==> config.mk <==
export PLATFORM = sky130hd
export DESIGN_NAME = ser_err_status
export DESIGN_NICKNAME = d
export VERILOG_FILES = /design/src/rtl/ser_err_pkg.sv /design/src/rtl/err_flag_cell.sv /design/src/rtl/held_data_tracker.sv /design/src/rtl/status_word_pack.sv /design/src/rtl/ser_err_status.sv
export SDC_FILE = /design/constraint.sdc
export NUM_CORES = 1
export LEC_CHECK = 0
export BUFFER_PORTS_ARGS = -buffer_cell sky130_fd_sc_hd__buf_4
export CORE_AREA = 4 4 41 43
export DETAILED_ROUTE_END_ITERATION = 10
export DIE_AREA = 0 0 45 47
export SLEW_MARGIN = 15
export SYNTH_ARGS = -nofsm -noshare
export SYNTH_HDL_FRONTEND = slang
export SYNTH_SLANG_ARGS = --single-unit
==> constraint.sdc <==
create_clock -name clk -period 2.07 [get_ports clk]
set_input_delay 0.207 -clock clk [delete_from_list [all_inputs] [get_ports clk]]
set_output_delay 0.207 -clock clk [all_outputs]
set_load 0.005 [all_outputs]
==> src/rtl/ser_err_pkg.sv <==
// Shared constants for the serial error status block.
// Assumes a 16-bit status word and bit positions fixed by the readers of that word.
package ser_err_pkg;
    localparam int STAT_W   = 16;
    localparam int CLR_W    = 3;
    localparam int POS_OVR  = 0;
    localparam int POS_PAR  = 1;
    localparam int POS_FRM  = 2;
    localparam int POS_FULL = 5;
    localparam int POS_BUSY = 6;

    // Error events collected in one cycle
    typedef struct packed {
        logic frm;
        logic par;
        logic ovr;
    } err_evt_t;
endpackage

==> src/rtl/err_flag_cell.sv <==
// One sticky error flag: a set event beats a clear, and freeze holds the value.
// Assumes that set_evt and clr_req are sampled once per clock.
module err_flag_cell (
    input  logic clk,
    input  logic rst_n,
    input  logic set_evt,
    input  logic clr_req,
    input  logic freeze,
    output logic q
);
    // Update the flag: reset, then freeze, then set, then clear
    always_ff @(posedge clk) begin
        if (!rst_n)       q <= 1'b0;
        else if (!freeze) begin
            if (set_evt)      q <= 1'b1;
            else if (clr_req) q <= 1'b0;
        end
    end


    set_wins_chk: assert property (@(posedge clk) disable iff (!rst_n)
        (set_evt && !freeze) |=> q);

    clear_takes_chk: assert property (@(posedge clk) disable iff (!rst_n)
        (clr_req && !set_evt && !freeze) |=> !q);

    freeze_hold_chk: assert property (@(posedge clk) disable iff (!rst_n)
        freeze |=> $stable(q));

    sticky_chk: assert property (@(posedge clk) disable iff (!rst_n)
        (q && !clr_req) |=> q);
endmodule

==> src/rtl/held_data_tracker.sv <==
// Tracks whether received data sits unread and raises overrun events.
// Assumes that rx_load, tx_load, data_read and slave_tx_late are one-cycle strobes.
module held_data_tracker (
    input  logic clk,
    input  logic rst_n,
    input  logic rx_load,
    input  logic tx_load,
    input  logic data_read,
    input  logic rx_enable,
    input  logic slave_tx_late,
    output logic ovr_evt
);
    logic held;

    // Record unread receive data; a new load outranks a read in the same cycle
    always_ff @(posedge clk) begin
        if (!rst_n)         held <= 1'b0;
        else if (rx_load)   held <= 1'b1;
        else if (data_read) held <= 1'b0;
    end

    // Detect a write over unread data, or late slave transmit data
    always_comb begin
        ovr_evt = ((rx_load || tx_load) && held && rx_enable) || slave_tx_late;
    end


    held_set_chk: assert property (@(posedge clk) disable iff (!rst_n)
        rx_load |=> held);

    held_clr_chk: assert property (@(posedge clk) disable iff (!rst_n)
        (data_read && !rx_load) |=> !held);
endmodule

==> src/rtl/status_word_pack.sv <==
// Places the flags and live levels at their fixed positions in the status word.
// Assumes that every position not listed reads as zero.
module status_word_pack
    import ser_err_pkg::*;
(
    input  err_evt_t          flags,
    input  logic              busy,
    input  logic              buf_full,
    output logic [STAT_W-1:0] word
);
    // Assemble the read-only word
    always_comb begin
        word           = '0;
        word[POS_OVR]  = flags.ovr;
        word[POS_PAR]  = flags.par;
        word[POS_FRM]  = flags.frm;
        word[POS_FULL] = buf_full;
        word[POS_BUSY] = busy;
    end


    always_comb begin
        zero_bits_chk: assert (word[STAT_W-1:POS_BUSY+1] == '0 && word[4:3] == 2'b00);
    end
endmodule

==> src/rtl/ser_err_status.sv <==
// Error status block for one serial channel: three sticky flags plus live levels.
// Assumes single-cycle event strobes, and that rx_stop_ok and rx_parity_bad
// carry meaning only while rx_done is high.
module ser_err_status
    import ser_err_pkg::*;
#(
    parameter bit FRAME_ERR_EN = 1'b1
) (
    input  logic              clk,
    input  logic              rst_n,
    input  logic              rx_done,
    input  logic              rx_stop_ok,
    input  logic              rx_parity_bad,
    input  logic              ack_missing,
    input  logic              rx_load,
    input  logic              tx_load,
    input  logic              data_read,
    input  logic              rx_enable,
    input  logic              slave_tx_late,
    input  logic              snooze_en,
    input  logic              csi_mode,
    input  logic              busy,
    input  logic              buf_full,
    input  logic              clr_wr,
    input  logic [CLR_W-1:0]  clr_mask,
    output logic [STAT_W-1:0] status
);
    err_evt_t evt;
    err_evt_t flags;
    logic [CLR_W-1:0] clr_req;
    logic ovr_freeze;
    logic ovr_raw;

    held_data_tracker u_held (
        .clk(clk), .rst_n(rst_n), .rx_load(rx_load), .tx_load(tx_load),
        .data_read(data_read), .rx_enable(rx_enable),
        .slave_tx_late(slave_tx_late), .ovr_evt(ovr_raw)
    );

    // Derive the set events and the per-flag clear requests
    always_comb begin
        evt.frm    = rx_done && !rx_stop_ok;
        evt.par    = (rx_done && rx_parity_bad) || ack_missing;
        evt.ovr    = ovr_raw;
        clr_req    = clr_wr ? clr_mask : '0;
        ovr_freeze = snooze_en && csi_mode;
    end

    err_flag_cell u_par (
        .clk(clk), .rst_n(rst_n), .set_evt(evt.par), .clr_req(clr_req[POS_PAR]),
        .freeze(1'b0), .q(flags.par)
    );
    err_flag_cell u_ovr (
        .clk(clk), .rst_n(rst_n), .set_evt(evt.ovr), .clr_req(clr_req[POS_OVR]),
        .freeze(ovr_freeze), .q(flags.ovr)
    );

    generate
        if (FRAME_ERR_EN) begin : g_frm
            err_flag_cell u_frm (
                .clk(clk), .rst_n(rst_n), .set_evt(evt.frm), .clr_req(clr_req[POS_FRM]),
                .freeze(1'b0), .q(flags.frm)
            );
        end else begin : g_no_frm
            assign flags.frm = 1'b0;
        end
    endgenerate

    status_word_pack u_pack (
        .flags(flags), .busy(busy), .buf_full(buf_full), .word(status)
    );


    reset_clear_chk: assert property (@(posedge clk)
        !rst_n |=> (status[POS_FRM:POS_OVR] == 3'b000));

    no_frame_chk: assert property (@(posedge clk) disable iff (!rst_n)
        !FRAME_ERR_EN |-> !status[POS_FRM]);

    frame_set_chk: assert property (@(posedge clk) disable iff (!rst_n)
        (FRAME_ERR_EN && rx_done && !rx_stop_ok) |=> status[POS_FRM]);

    late_tx_chk: assert property (@(posedge clk) disable iff (!rst_n)
        (slave_tx_late && !(snooze_en && csi_mode)) |=> status[POS_OVR]);
endmodule

==> metrics.txt <==
CP required=1.86 ns; area of the die=2120 µm²; status=finished clean; power density over the cells=581 nW/µm²; Synth Warn #=0; clock latency on the worst-skew pair=between 0.2 and 0.25 ns; first-pass GRT wire length=around 800 µm; total CTS buffers=3; Fin. Hold Viols=0; cts repair resizes=0; Syn Area/Cell=8.01 µm²; post-route ant nets=0; clock buffer depth=2; launching point of the worst reg2reg path=u_par.q$_SDFFE_PN0P_; CP peak stage delay=around 0.32 ns; hpwl dp=542 µm; chip width=45 µm; total track usage=0.0554; Diodes inserted=0; clock root buffer master=clkbuf_4; H-tree Lvls=1; Setup crit start kind=flop; layout cells sized above 1=0.415; crit-path leading delay family=flip-flops; # Post-CTS Setup Buffers=0; endpoints failing setup=0; Synth Cell Area=between 200 and 300 µm²; Post-Syn Instances=37; routed wire length=roughly 600 µm; DRT met1 WL=187 µm; Reg clk slew, reported paths=0.04 ns; flip-flop and latch count after synthesis=4; CTS tree=yes; peak supply drop=0.164 mV; pre-CTS setup slack=1.18 ns; Placed Instances=65; DRT iter0 DRCs=0; Fin Setup TNS=0 ns; GRT overflow=0; Starting Density=0.228; DRC viols=0; CP Cell Sequence=buf_4; row count=13; Top Metal Used=met3; drt wl/cell=8.66 µm; pin count of the biggest net entering global routing=6; routed vias/inst=3.62; critical path peak fanout=2; metal2 WL=~320 µm; core box area=1300 µm²; met3 routed WL=80 µm; Setup crit start=u_par.q$_SDFFE_PN0P_; Crit. End Element=primary output; number of port buffers=19; HP Start=rx_load; Crit Path Category=flop to primary output; Slowest-stage cell, CP=dfxtp_1; Yosys cell types=12; Final Cycle Share=0.419; Non-Filler Instances=68; initial antenna violation count=0; Synth-to-Final Area Change=34.2%; fin crit period=0.867 ns; sequential share of the synthesized area=0.270; I/O pins=35; Vert. Die Dim=between 40 and 50 µm; CP arrival=0.66 ns; via count=246; # clock sinks=4; number of global-route vias before repair=around 220; Pleak=0.209 nW; nets=74; Slew Limit Fails=0; Hold WC Path Type=input pin to flop; Worst Slack Setup Final=approximately 1.2 ns; RSZ-0062 raised after global routing=no; Max Cap Viol=0; global placement routability congestion=around 0.66; Worst Path Buf+Inv=1; Layout Skew=0.0000411 ns; Hold Buf Count CTS=0; f_max=1150 MHz; TritonRoute pass-1 iters=1
[layout by cell type, fill, tap and decap left out]
cell type and instances:
o2bb2ai_1 1, a31oi_1 2, or2_1 1, inv_1 1, buf_4 19, a221oi_1 1, clkbuf_4 3, conb_1 11
nor2b_1 4, nand2_1 4, o21a_1 1, a21oi_1 1, dfxtp_1 4
[area by class of cell]
class                   instances  area, µm²
fillers                       161        903
repair buffers                 19        143
multi-input cells              26        130
flip-flops and latches          4       80.1
clock buffers                   3       22.5
well taps                      15       18.8
inverters                       1       3.75
[cell usage after synthesis (all sizes together)]
cell type | number | area [µm²]
nand2 | 4 | 15.0
a31oi | 2 | 12.5
o2bb2ai | 1 | 8.76
o21a | 1 | 7.51
conb | 1 | 3.75
or2 | 1 | 6.26
a21oi | 1 | 5.00
nor2b | 4 | 25.0
dfxtp | 4 | 80.1
buf | 16 | 120
inv | 1 | 3.75
a221oi | 1 | 8.76
[per-stage QoR]
step / total power [W] / util / hold WS (ns) / instance area [µm²]
after floorplan: 0.000129 / - / 0.324 / 334
after global placement: 0.000137 / 0.288 / 0.414 / 375
after detailed placement: 0.000138 / 0.288 / 0.414 / 375
after CTS: 0.000235 / 0.306 / 0.194 / 398
after global routing: 0.000248 / 0.306 / 0.211 / 398
final: 0.000231 / 0.306 / 0.195 / 398
[report_power, final]
group / internal, W / leakage, nW / total, W / switching (W)
Sequential: 0.0000836 / 0.0334 / 0.0000862 / 0.00000263
Combinational: 0.0000319 / 0.162 / 0.0000496 / 0.0000177
Clock: 0.0000648 / 0.0138 / 0.0000953 / 0.0000305
Total: 0.000180 / 0.209 / 0.000231 / 0.0000508
[routing by layer]
layer | up-vias | global-route usage
li1 | 126 | -
met1 | 108 | 0.0525
met2 | 12 | 0.0876
met3 | 0 | 0.0383
met4 | 0 | 0.0351
met5 | - | 0
[kinds of logic (layout without fill, tap and decap cells)]
kind of cell | count (synthesis) | in the layout | share of synthesized area
compound gates | 6 | 6 | 0.143
buf+inv | 17 | 23 | 0.418
flops | 4 | 4 | 0.270
other cells | 1 | 11 | 0.0126
simple gates | 9 | 9 | 0.156
[worst paths after layout]
| kind | end | slack (ns) | cells past startpoint |
|---|---|---|---|
| setup / recovery | status[1] | 1.20 | 1 |
| hold / removal | u_held.held$_SDFFE_PN0P_ | 0.19 | 2 |
| setup reg to reg | u_par.q$_SDFFE_PN0P_ | 1.31 | 2 |
| hold reg to reg | g_frm.u_frm.q$_SDFFE_PN0P_ | 0.51 | 2 |
[sequential cells by signal, summed over array words and instances, names as in the netlist]
name and flops:
u_ovr.q 1, u_par.q 1, u_held.held 1, g_frm.u_frm.q 1
No activity file was read; power rests on OpenSTA's default activity.
